**src/rtl/bcd_alu_pkg.sv**
```systemverilog
package bcd_alu_pkg;

  localparam int OP_W = 4;

  typedef enum logic [OP_W-1:0] {
    OP_ADC = 4'd0,
    OP_SBC = 4'd1,
    OP_AND = 4'd2,
    OP_OR  = 4'd3,
    OP_XOR = 4'd4,
    OP_SHL = 4'd5,
    OP_SHR = 4'd6,
    OP_ROL = 4'd7,
    OP_ROR = 4'd8,
    OP_INC = 4'd9,
    OP_DEC = 4'd10,
    OP_CMP = 4'd11,
    OP_BIT = 4'd12
  } aluOpT;

  // Strobes from the decoder to the datapath; at most one operation bit set.
  typedef struct packed {
    logic doAdd;
    logic doSub;
    logic doCmp;
    logic doAnd;
    logic doOr;
    logic doXor;
    logic doShl;
    logic doShr;
    logic doRotL;
    logic doRotR;
    logic doInc;
    logic doDec;
    logic doBit;
    logic bcdMode;
  } aluStrobeT;

endpackage

```
**src/rtl/bcd_alu_ctrl.sv**
```systemverilog
module bcd_alu_ctrl
  import bcd_alu_pkg::*;
(
  input  logic [OP_W-1:0] opSel,
  input  logic            decimalEn,
  output aluStrobeT       strobe
);

  always_comb begin
    strobe = '0;
    unique case (opSel)
      OP_ADC:  strobe.doAdd  = 1'b1;
      OP_SBC:  strobe.doSub  = 1'b1;
      OP_AND:  strobe.doAnd  = 1'b1;
      OP_OR:   strobe.doOr   = 1'b1;
      OP_XOR:  strobe.doXor  = 1'b1;
      OP_SHL:  strobe.doShl  = 1'b1;
      OP_SHR:  strobe.doShr  = 1'b1;
      OP_ROL:  strobe.doRotL = 1'b1;
      OP_ROR:  strobe.doRotR = 1'b1;
      OP_INC:  strobe.doInc  = 1'b1;
      OP_DEC:  strobe.doDec  = 1'b1;
      OP_CMP:  strobe.doCmp  = 1'b1;
      OP_BIT:  strobe.doBit  = 1'b1;
      default: strobe = '0; // reserved codes fall back to pass-through
    endcase
    // Decimal correction is gated to the two arithmetic operations only
    strobe.bcdMode = decimalEn & (strobe.doAdd | strobe.doSub);
  end

endmodule

```
**src/rtl/bcd_alu_datapath.sv**
```systemverilog
module bcd_alu_datapath
  import bcd_alu_pkg::*;
#(
  parameter int DATA_W = 8
) (
  input  logic              clk,
  input  logic              rstN,
  input  logic              inValid,
  input  aluStrobeT         strobe,
  input  logic [DATA_W-1:0] opA,
  input  logic [DATA_W-1:0] opB,
  input  logic              carryIn,
  input  logic              overflowIn,
  output logic              outValid,
  output logic [DATA_W-1:0] result,
  output logic              flagN,
  output logic              flagV,
  output logic              flagZ,
  output logic              flagC
);

  localparam int DIGITS = DATA_W / 4;
  localparam int MSB    = DATA_W - 1;

  // ---------------- shared binary adder (add, subtract, compare) ----------
  logic              invertB;
  logic              adderCin;
  logic [DATA_W-1:0] bEff;
  logic [DATA_W:0]   binSum;
  logic              binCarry;
  logic              binOvf;

  assign invertB  = strobe.doSub | strobe.doCmp;
  assign adderCin = strobe.doCmp ? 1'b1 : carryIn;
  assign bEff     = invertB ? ~opB : opB;
  assign binSum   = {1'b0, opA} + {1'b0, bEff} + {{DATA_W{1'b0}}, adderCin};
  assign binCarry = binSum[DATA_W];
  assign binOvf   = (opA[MSB] == bEff[MSB]) && (binSum[MSB] != opA[MSB]);

  // ---------------- per-digit decimal correction, both carry cases -------
  logic [DIGITS-1:0][3:0] addDigC0, addDigC1;
  logic [DIGITS-1:0]      addCoC0,  addCoC1;
  logic [DIGITS-1:0][3:0] subDigB0, subDigB1;
  logic [DIGITS-1:0]      subBoB0,  subBoB1;

  for (genvar g = 0; g < DIGITS; g++) begin : g_digit
    logic [3:0] nibA, nibB;
    logic [4:0] rawSum0, rawSum1, rawDiff0, rawDiff1;

    assign nibA     = opA[g*4 +: 4];
    assign nibB     = opB[g*4 +: 4];
    assign rawSum0  = {1'b0, nibA} + {1'b0, nibB};
    assign rawSum1  = rawSum0 + 5'd1;
    assign rawDiff0 = {1'b0, nibA} - {1'b0, nibB};
    assign rawDiff1 = rawDiff0 - 5'd1;

    // Digit above 9: add 6 and carry, with no check on input range
    assign addCoC0[g]  = rawSum0 > 5'd9;
    assign addCoC1[g]  = rawSum1 > 5'd9;
    assign addDigC0[g] = rawSum0[3:0] + (addCoC0[g] ? 4'd6 : 4'd0);
    assign addDigC1[g] = rawSum1[3:0] + (addCoC1[g] ? 4'd6 : 4'd0);

    // Negative digit: subtract 6 and borrow
    assign subBoB0[g]  = rawDiff0[4];
    assign subBoB1[g]  = rawDiff1[4];
    assign subDigB0[g] = rawDiff0[3:0] - (subBoB0[g] ? 4'd6 : 4'd0);
    assign subDigB1[g] = rawDiff1[3:0] - (subBoB1[g] ? 4'd6 : 4'd0);
  end

  // Digit chain: select the precomputed candidate by the incoming carry
  logic [DATA_W-1:0] bcdSum, bcdDiff;
  logic              bcdAddCarry, bcdSubCarry;
  logic              addChain, subChain;

  always_comb begin
    addChain = carryIn;
    subChain = ~carryIn;
    bcdSum   = '0;
    bcdDiff  = '0;
    for (int i = 0; i < DIGITS; i++) begin
      bcdSum[i*4 +: 4]  = addChain ? addDigC1[i] : addDigC0[i];
      addChain          = addChain ? addCoC1[i]  : addCoC0[i];
      bcdDiff[i*4 +: 4] = subChain ? subDigB1[i] : subDigB0[i];
      subChain          = subChain ? subBoB1[i]  : subBoB0[i];
    end
    bcdAddCarry = addChain;
    bcdSubCarry = ~subChain;
  end

  // ---------------- shifter ----------------------------------------------
  logic [DATA_W-1:0] shlVal, shrVal, rolVal, rorVal;
  assign shlVal = {opA[MSB-1:0], 1'b0};
  assign shrVal = {1'b0, opA[MSB:1]};
  assign rolVal = {opA[MSB-1:0], carryIn};
  assign rorVal = {carryIn, opA[MSB:1]};

  // ---------------- result and flag selection -----------------------------
  logic [DATA_W-1:0] nxtRes;
  logic [DATA_W-1:0] nzSrc;
  logic              nxtN, nxtV, nxtZ, nxtC;
  logic              nzFromSrc;

  always_comb begin
    nxtRes    = opA;
    nzSrc     = opA;
    nzFromSrc = 1'b1;
    nxtC      = carryIn;
    nxtV      = overflowIn;
    nxtN      = 1'b0;
    nxtZ      = 1'b0;
    if (strobe.doAdd) begin
      nxtRes = strobe.bcdMode ? bcdSum : binSum[MSB:0];
      nzSrc  = binSum[MSB:0];
      nxtV   = binOvf;
      nxtC   = strobe.bcdMode ? bcdAddCarry : binCarry;
    end else if (strobe.doSub) begin
      nxtRes = strobe.bcdMode ? bcdDiff : binSum[MSB:0];
      nzSrc  = binSum[MSB:0];
      nxtV   = binOvf;
      nxtC   = strobe.bcdMode ? bcdSubCarry : binCarry;
    end else if (strobe.doCmp) begin
      nzSrc  = binSum[MSB:0];
      nxtC   = binCarry;
    end else if (strobe.doAnd) begin
      nxtRes = opA & opB;
      nzSrc  = nxtRes;
    end else if (strobe.doOr) begin
      nxtRes = opA | opB;
      nzSrc  = nxtRes;
    end else if (strobe.doXor) begin
      nxtRes = opA ^ opB;
      nzSrc  = nxtRes;
    end else if (strobe.doShl) begin
      nxtRes = shlVal;
      nzSrc  = shlVal;
      nxtC   = opA[MSB];
    end else if (strobe.doShr) begin
      nxtRes = shrVal;
      nzSrc  = shrVal;
      nxtC   = opA[0];
    end else if (strobe.doRotL) begin
      nxtRes = rolVal;
      nzSrc  = rolVal;
      nxtC   = opA[MSB];
    end else if (strobe.doRotR) begin
      nxtRes = rorVal;
      nzSrc  = rorVal;
      nxtC   = opA[0];
    end else if (strobe.doInc) begin
      nxtRes = opA + {{(DATA_W-1){1'b0}}, 1'b1};
      nzSrc  = nxtRes;
    end else if (strobe.doDec) begin
      nxtRes = opA - {{(DATA_W-1){1'b0}}, 1'b1};
      nzSrc  = nxtRes;
    end else if (strobe.doBit) begin
      nzFromSrc = 1'b0;
      nxtN      = opB[MSB];
      nxtV      = opB[MSB-1];
      nxtZ      = (opA & opB) == '0;
    end
    if (nzFromSrc) begin
      nxtN = nzSrc[MSB];
      nxtZ = nzSrc == '0;
    end
  end

  // ---------------- output register ---------------------------------------
  always_ff @(posedge clk or negedge rstN) begin
    if (!rstN) begin
      outValid <= 1'b0;
      result   <= '0;
      flagN    <= 1'b0;
      flagV    <= 1'b0;
      flagZ    <= 1'b0;
      flagC    <= 1'b0;
    end else begin
      outValid <= inValid;
      if (inValid) begin
        result <= nxtRes;
        flagN  <= nxtN;
        flagV  <= nxtV;
        flagZ  <= nxtZ;
        flagC  <= nxtC;
      end
    end
  end

  // ---------------- assertions --------------------------------------------
  p_valid_follow_r13: assert property (@(posedge clk) disable iff (!rstN)
    inValid |=> outValid);

  p_idle_hold_r13: assert property (@(posedge clk) disable iff (!rstN)
    !inValid |=> (!outValid && $stable(result) && $stable(flagC)));

  p_shr_clears_n_r7: assert property (@(posedge clk) disable iff (!rstN)
    (inValid && strobe.doShr) |=> (!flagN && flagC == $past(opA[0])));

  p_logic_keeps_cv_r6: assert property (@(posedge clk) disable iff (!rstN)
    (inValid && (strobe.doAnd || strobe.doOr || strobe.doXor))
      |=> (flagC == $past(carryIn) && flagV == $past(overflowIn)));

  p_incdec_keeps_cv_r9: assert property (@(posedge clk) disable iff (!rstN)
    (inValid && (strobe.doInc || strobe.doDec))
      |=> (flagC == $past(carryIn) && flagV == $past(overflowIn)));

  p_cmp_keeps_a_r10: assert property (@(posedge clk) disable iff (!rstN)
    (inValid && strobe.doCmp) |=> (result == $past(opA)));

  p_bit_flags_r11: assert property (@(posedge clk) disable iff (!rstN)
    (inValid && strobe.doBit)
      |=> (flagN == $past(opB[MSB]) && flagV == $past(opB[MSB-1]) && result == $past(opA)));

endmodule

```
**src/rtl/bcd_alu.sv**
```systemverilog
module bcd_alu
  import bcd_alu_pkg::*;
#(
  parameter int DATA_W = 8
) (
  input  logic              clk,
  input  logic              rstN,
  input  logic              inValid,
  input  logic [3:0]        opSel,
  input  logic [DATA_W-1:0] opA,
  input  logic [DATA_W-1:0] opB,
  input  logic              carryIn,
  input  logic              overflowIn,
  input  logic              decimalEn,
  output logic              outValid,
  output logic [DATA_W-1:0] result,
  output logic              flagN,
  output logic              flagV,
  output logic              flagZ,
  output logic              flagC
);

  aluStrobeT strobe;

  bcd_alu_ctrl i_ctrl (
    .opSel     (opSel),
    .decimalEn (decimalEn),
    .strobe    (strobe)
  );

  bcd_alu_datapath #(
    .DATA_W (DATA_W)
  ) i_datapath (
    .clk        (clk),
    .rstN       (rstN),
    .inValid    (inValid),
    .strobe     (strobe),
    .opA        (opA),
    .opB        (opB),
    .carryIn    (carryIn),
    .overflowIn (overflowIn),
    .outValid   (outValid),
    .result     (result),
    .flagN      (flagN),
    .flagV      (flagV),
    .flagZ      (flagZ),
    .flagC      (flagC)
  );

  // Decimal mode must not alter a registered logic result
  p_bcd_gate_r3: assert property (@(posedge clk) disable iff (!rstN)
    (inValid && decimalEn && opSel == 4'd2) |=> (result == $past(opA & opB)));

endmodule

```
**config.mk**
```make
export PLATFORM = sky130hd
export DESIGN_NAME = bcd_alu
export DESIGN_NICKNAME = d
export VERILOG_FILES = /design/src/rtl/bcd_alu_pkg.sv /design/src/rtl/bcd_alu_ctrl.sv /design/src/rtl/bcd_alu_datapath.sv /design/src/rtl/bcd_alu.sv
export SDC_FILE = /design/constraint.sdc
export NUM_CORES = 1
export LEC_CHECK = 0
export ABC_AREA = 1
export ABC_CLOCK_PERIOD_IN_PS = 800
export BUFFER_PORTS_ARGS = -buffer_cell sky130_fd_sc_hd__buf_2
export CORE_MARGIN = 2
export CORE_UTILIZATION = 30
export CTS_BUF_LIST = sky130_fd_sc_hd__clkbuf_2
export CTS_CLUSTER_DIAMETER = 30
export DETAILED_ROUTE_END_ITERATION = 7
export MAX_ROUTING_LAYER = met4
export SYNTH_ARGS = -nofsm -noshare
export SYNTH_HDL_FRONTEND = slang
export SYNTH_SLANG_ARGS = --single-unit
```
**constraint.sdc**
```tcl
create_clock -name clk -period 0.8 [get_ports clk]
set_input_delay 0.04 -clock clk [delete_from_list [all_inputs] [get_ports clk]]
set_output_delay 0.04 -clock clk [all_outputs]
set_load 0.02 [all_outputs]
```
# After elaboration in Yosys (flattened, before gate mapping)
# Index checks and enable logic that the tools add are counted.
[word_totals]
regBits = 13
word_cells = 170
[op_classes]
addsub = 20
magnitude_cmp = 4
n_eq_ne = 14
muxes = 114
bitwise = 8
n_reduce_logical = 4
[op_table]
columns = ["operator", "n"]
rows = [
  ["two-way mux 8 bit", 18],
  ["two-way mux 1 bit", 84],
  ["two-way mux 3 bit", 8],
  ["== test 4 bit (second input constant)", 5],
  ["> comparator 5 x 4 -> 1 bit (second input constant)", 4],
  ["adder 4 bit", 4],
  ["== test 4 x 3 -> 1 bit (second input constant)", 4],
  ["logical NOT 8 bit", 2],
  ["two-way mux 4 bit", 4],
  ["subtractor 4 bit", 4],
  ["adder 4 x 4 -> 5 bit", 2],
  ["adder 5 x 1 -> 5 bit (second input constant)", 2],
  ["subtractor 4 x 4 -> 5 bit", 2],
  ["subtractor 5 x 1 -> 5 bit (second input constant)", 2],
  ["adder 8 x 8 -> 9 bit", 1],
  ["adder 9 x 1 -> 9 bit", 1],
  ["adder 8 x 1 -> 8 bit (second input constant)", 1],
  ["bitwise AND 8 bit", 1],
  ["== test 4 x 2 -> 1 bit (second input constant)", 2],
  ["inverter 8 bit", 1],
  ["bitwise OR 8 bit", 1],
  ["subtractor 8 x 1 -> 8 bit (second input constant)", 1],
  ["XOR 8 bit", 1],
  ["== test 4 x 1 -> 1 bit (second input constant)", 1],
  ["other kinds (7)", 8],
]

# Logic depth before layout (Yosys ltp)
[depth]
word_depth = 16
mapped_depth = 24

# Cells and area by module
# From an unflattened synthesis, not the netlist that was laid out.
[hier_totals]
cells_unflattened = 697
hier_area_um2 = 4245.3
[by_module_without_submodules]
columns = ["module", "instances", "cells_per_inst", "area_per_inst_um2", "seq_area_each_um2"]
rows = [
  ["bcd_alu_datapath", 1, 670, 4134.0, 325.3],
  ["bcd_alu_ctrl", 1, 27, 111.4, 0.0],
]

# Worst setup path before layout
# Ideal clock, no wire load.
[synth_path]
kind = "in2reg"
start = "input port opSel[0]"
end = "register i_datapath.flagC"
setup_time_ps = 117
arrival_time_ps = 2902
setup_slack_ps = -2219
cell_stages = 24
path_buffers = 1
path_cell_list = "buf_2 > nand2_2 > nor2_2 > clkinv_1 > nand2_2 > xor2_1 > fa_1 > inv_1 > fa_1 > nand3_1 > nand3_1 > nand2_1 > nand2_1 > nand2_1 > nand2_1 > a21o_1 > a21oi_1 > nor2_1 > a21oi_1 > o21ai_0 > inv_1 > nand2_1 > nand3_1 > nand2_1"
[synth_between]
elab_chain_len = 12
elab_cells_between_ends = 39
classes_between = "add/sub (2); eq/ne (9); mux (24); bitwise (3); reduce/logical (1)"
[synth_rtl]
columns = ["element", "line_no", "text"]
rows = [
  ["start: declaration", "bcd_alu.sv:9", "input logic [3:0] opSel,"],
  ["parallel branches: the longest is 11 deep, another holds adder 8 x 8 -> 9 bit", "-", ""],
  ["two-way mux 1 bit (*)", "bcd_alu_datapath.sv:111", "if (strobe.doAdd) begin"],
  ["end signal: assignment", "bcd_alu_datapath.sv:183", "flagC <= nxtC;"],
  ["end: declaration", "bcd_alu_datapath.sv:19", "output logic flagC"],
]
# Mark *: on every way between the ends.
# A chain may end at the register's enable or synchronous reset.

# Worst setup path in the final report
[layout_path]
start = "input port opA[0]"
end = "register i_datapath.result[3]"
[layout_between]
elab_chain_len = 13
elab_cells_between_ends = 34
classes_between = "add/sub (12); order compare (2); mux (20)"
[layout_rtl]
columns = ["element", "line_no", "text"]
rows = [
  ["start: declaration", "bcd_alu.sv:10", "input logic [DATA_W-1:0] opA,"],
  ["parallel branches: the longest is 12 deep, another holds adder 4 x 4 -> 5 bit", "-", ""],
  ["two-way mux 8 bit (*)", "bcd_alu_datapath.sv:111", ""],
  ["end signal: assignment", "bcd_alu_datapath.sv:179", "result <= nxtRes;"],
  ["end: declaration", "bcd_alu_datapath.sv:15", "output logic [DATA_W-1:0] result,"],
]
# Marked as above.

==> results.yml <==
critical_path:
  path_cells: "buf_8 -> buf_4 -> buf_6 -> ha_4 -> fa_2 -> buf_12 -> ha_4 -> xor2_2 -> o21ai_1 -> nand2_2 -> nand2_4 -> buf_6 -> inv_2 -> fa_1 -> o21ai_1 -> a21oi_1 -> a211oi_1 -> o21ai_1"
  crit_fanout: 2
  r2r-start: "i_datapath.flagZ"
  start_kind: "input pin"
  regToRegSetupSlack_ns: -0.06
  slowest_delay_ns: 0.47
  cp_top_family: "adder cells"
  crit_path_frequent_cell: "o21ai_1"
  cp.buffers_inverters: 6
  end_kind: "register"
  required_ns: 1.00
  r2r-end: "i_datapath.flagZ"
  rr_worst_depth: 3
  arrival_ns: 2.90
  setup.worst_path.class: "in -> reg"
  critPathSlowestCell: "fa_2"
  startpoint: "opA[0]"
final_layout:
  fin_area_um2: 6970
  seq_area_um2: 325
  diodes: 0
  num-fill-cells: 1331
  area_delta_synth_final_pct: 68.9
  nets: 1045
  multi_input_area_um2: 3850
  drive_gt1_frac: 0.425
logic_synthesis:
  synth_top_cell_by_area: "nand2_1"
  yosys-top-cells-count: "nand2_1, inv_1, nand3_1"
  synth_edf_count: 0
  netlist_area_um2: 4130
  synthTopCellsByArea: "nand2_1, ha_1, inv_1, dfrtp_1, nand3_1"
  async_reset_ff_frac: 1.00
  synth.avg_cell_area_um2: 5.93
  netlist_instances: 696
  yosysMostFrequentCell: "nand2_1"
  synth-seq-cells: 13
  synth_nets: 785
  yosysUniqueCellTypes: 39
  yosys_warnings: 0
  yosys.area.top_type_share: 0.194
  ys_seq_area_frac: 0.0788
  synth-main-ff-cell: "dfrtp_1"
sta:
  tightest_slew_ns: 0.352
  worst_slack_ns: -1.90
  final.period_utilization: 3.37
  setup_viol: 25
  finalMaxSlewViolations: 0
  rsz0062_at_grt: "true"
  relSlewSlack: 0.764
  worst_clock_skew_ns: 0
  tns_ns: -19.39
  fin_crit_ns: 2.70
  hold_slack_ns: 0.0496
  hold_viol: 0
  fmax_mhz: 371
pwr:
  peakVddDrop_mv: 0.451
  leakagePower_uw: 0.00365
  powerDensity_nw_per_um2: 1140
die:
  core_area_um2: 13300
  rows: 42
  die_y_um: 121
  die_area_um2: 14700
  start_util: 0.309
  ioPinCount: 39
  die_w_um: 121
clock_network:
  clkTransAtPathRegs_ns: 0.16
  clock_latency_ns: 0.29
  cts_tree: "done"
  h-tree-depth: 1
  clock_sinks: 13
  clock_path_buffers: 2
  numCtsBuffers: 3
  root_buffer: "clkbuf_2"
global_routing:
  grt_antenna_before_repair: 0
  grt-ovfl-total: 0
  grt_usage: 0.223
  grt_pass1_vias: 5204
  grt_max_degree: 14
  grt_pass1_wl_um: 25500
drt:
  vias_per_cell: 4.76
  ant_nets: 0
  wire_per_inst_um: 14.2
  drt_iter0_markers: 326
  first_pass_iters: 5
  wl_um: 16000
  vias: 5385
  drc_errors: 0
status:
  run_status: "complete, but fails checks"
  violations: "negative setup slack"
place:
  gp_congestion: 0.927
  port_buffers: 38
  dp_hpwl_um: 12800
  dpl_cell_area_um2: 6130
hold_path:
  worstHoldStart: "inValid"
  whs_path_depth: 2
  whs_endpoint: "i_datapath.outValid"
  hold_path.class: "in -> reg"
flow_run:
  maxCapViolCount: 0
==> routing by layer <==
layer / vias up / global-route usage / share of wire
met3: 24 / 0.0155 / 0.043
li1: 2734 / - / -
met4: 0 / 0.0474 / 0.022
met2: 134 / 0.387 / 0.49
met5: - / - / 0
met1: 2493 / 0.287 / 0.44
==> placed cells by master (no fill, tap or decap), drive strengths merged <==
cell / instances
buf: 260
nand2: 220
inv: 107
nand3: 64
a21oi: 49
nor2: 49
ha: 49
o21ai: 46
xor2: 29
fa: 14
dfrtp: 13
or2: 7
xnor2: 6
clkbuf: 6
nand4: 5
o211ai: 4
a31oi: 4
o22ai: 4
clkinv: 4
nand3b: 3
clkinvlp: 2
nor3: 2
nor4: 2
a31o: 1
a211oi: 1
mux2i: 1
a21o: 1
o21a: 1
dlygate4sd3: 1
==> power breakdown <==
part | internal, uW | switching [uW]
Combinational | 3330 | 3400
Clock | 132 | 251
Sequential | 751 | 80.6
Total | 4220 | 3730
==> layout make-up <==
type | count | area share
multi-input cells | 562 | 0.552
repair buffers | 263 | 0.303
inverters | 113 | 0.0646
flip-flops and latches | 13 | 0.0466
well taps | 176 | 0.0316
clock buffers | 4 | 0.00287
==> cell families after synthesis <==
| logic type | after synthesis | synth area share |
|---|---|---|
| buf+inv | 121 | 0.112 |
| compound gates | 111 | 0.146 |
| fa+ha+maj | 63 | 0.216 |
| simple gates | 352 | 0.366 |
| mux | 1 | 0.00242 |
| flops | 13 | 0.0788 |
| xor+xnor | 35 | 0.0779 |
==> sequential cells by signal, indices dropped and copies added (netlist names) <==
name / count
i_datapath.result: 8
i_datapath.flagV: 1
i_datapath.flagZ: 1
i_datapath.flagC: 1
i_datapath.outValid: 1
i_datapath.flagN: 1
==> per-stage QoR <==
| stage | utilization | power (uW) | cells | setup WS [ns] |
|---|---|---|---|---|
| 6_report | 0.522 | 7950 | 1131 | -1.90 |
| 2_1_floorplan | - | 3970 | 696 | -2.07 |
| 3_3_place_gp | 0.459 | 6300 | 1090 | -2.23 |
| 4_1_cts | 0.505 | 7540 | 1118 | -1.85 |
| 3_5_place_dp | 0.459 | 6370 | 1090 | -2.28 |
| 5_1_grt | 0.522 | 8670 | 1131 | -2.12 |
==> worst register-to-register path, delay by kind of cell (launching register included) <==
family,cells,cell delay (ns)
simple gates,1,0.13
compound gates,1,0.05
buf+inv,1,0.15
flops,1,0.44
==> worst max-delay path by stage <==
stage / endpoint / slack (ns) / cells past startpoint
final: i_datapath.result[3] / -1.90 / 18
after global routing: i_datapath.result[2] / -2.12 / 19
after CTS: i_datapath.result[3] / -1.85 / 23
after detailed placement: i_datapath.result[3] / -2.28 / 23
after global placement: i_datapath.result[3] / -2.23 / 23
after floorplan: i_datapath.result[3] / -2.07 / 22
==> repair_timing <==
item	CTS	global route
endpoints found under the hold margin	13	0
setup endpoints to repair	25	25
resized for setup	121	35
pin swaps	62	41
setup buffers	28	18
hold buffers	1	0
(Power assumes the default switching activity.)
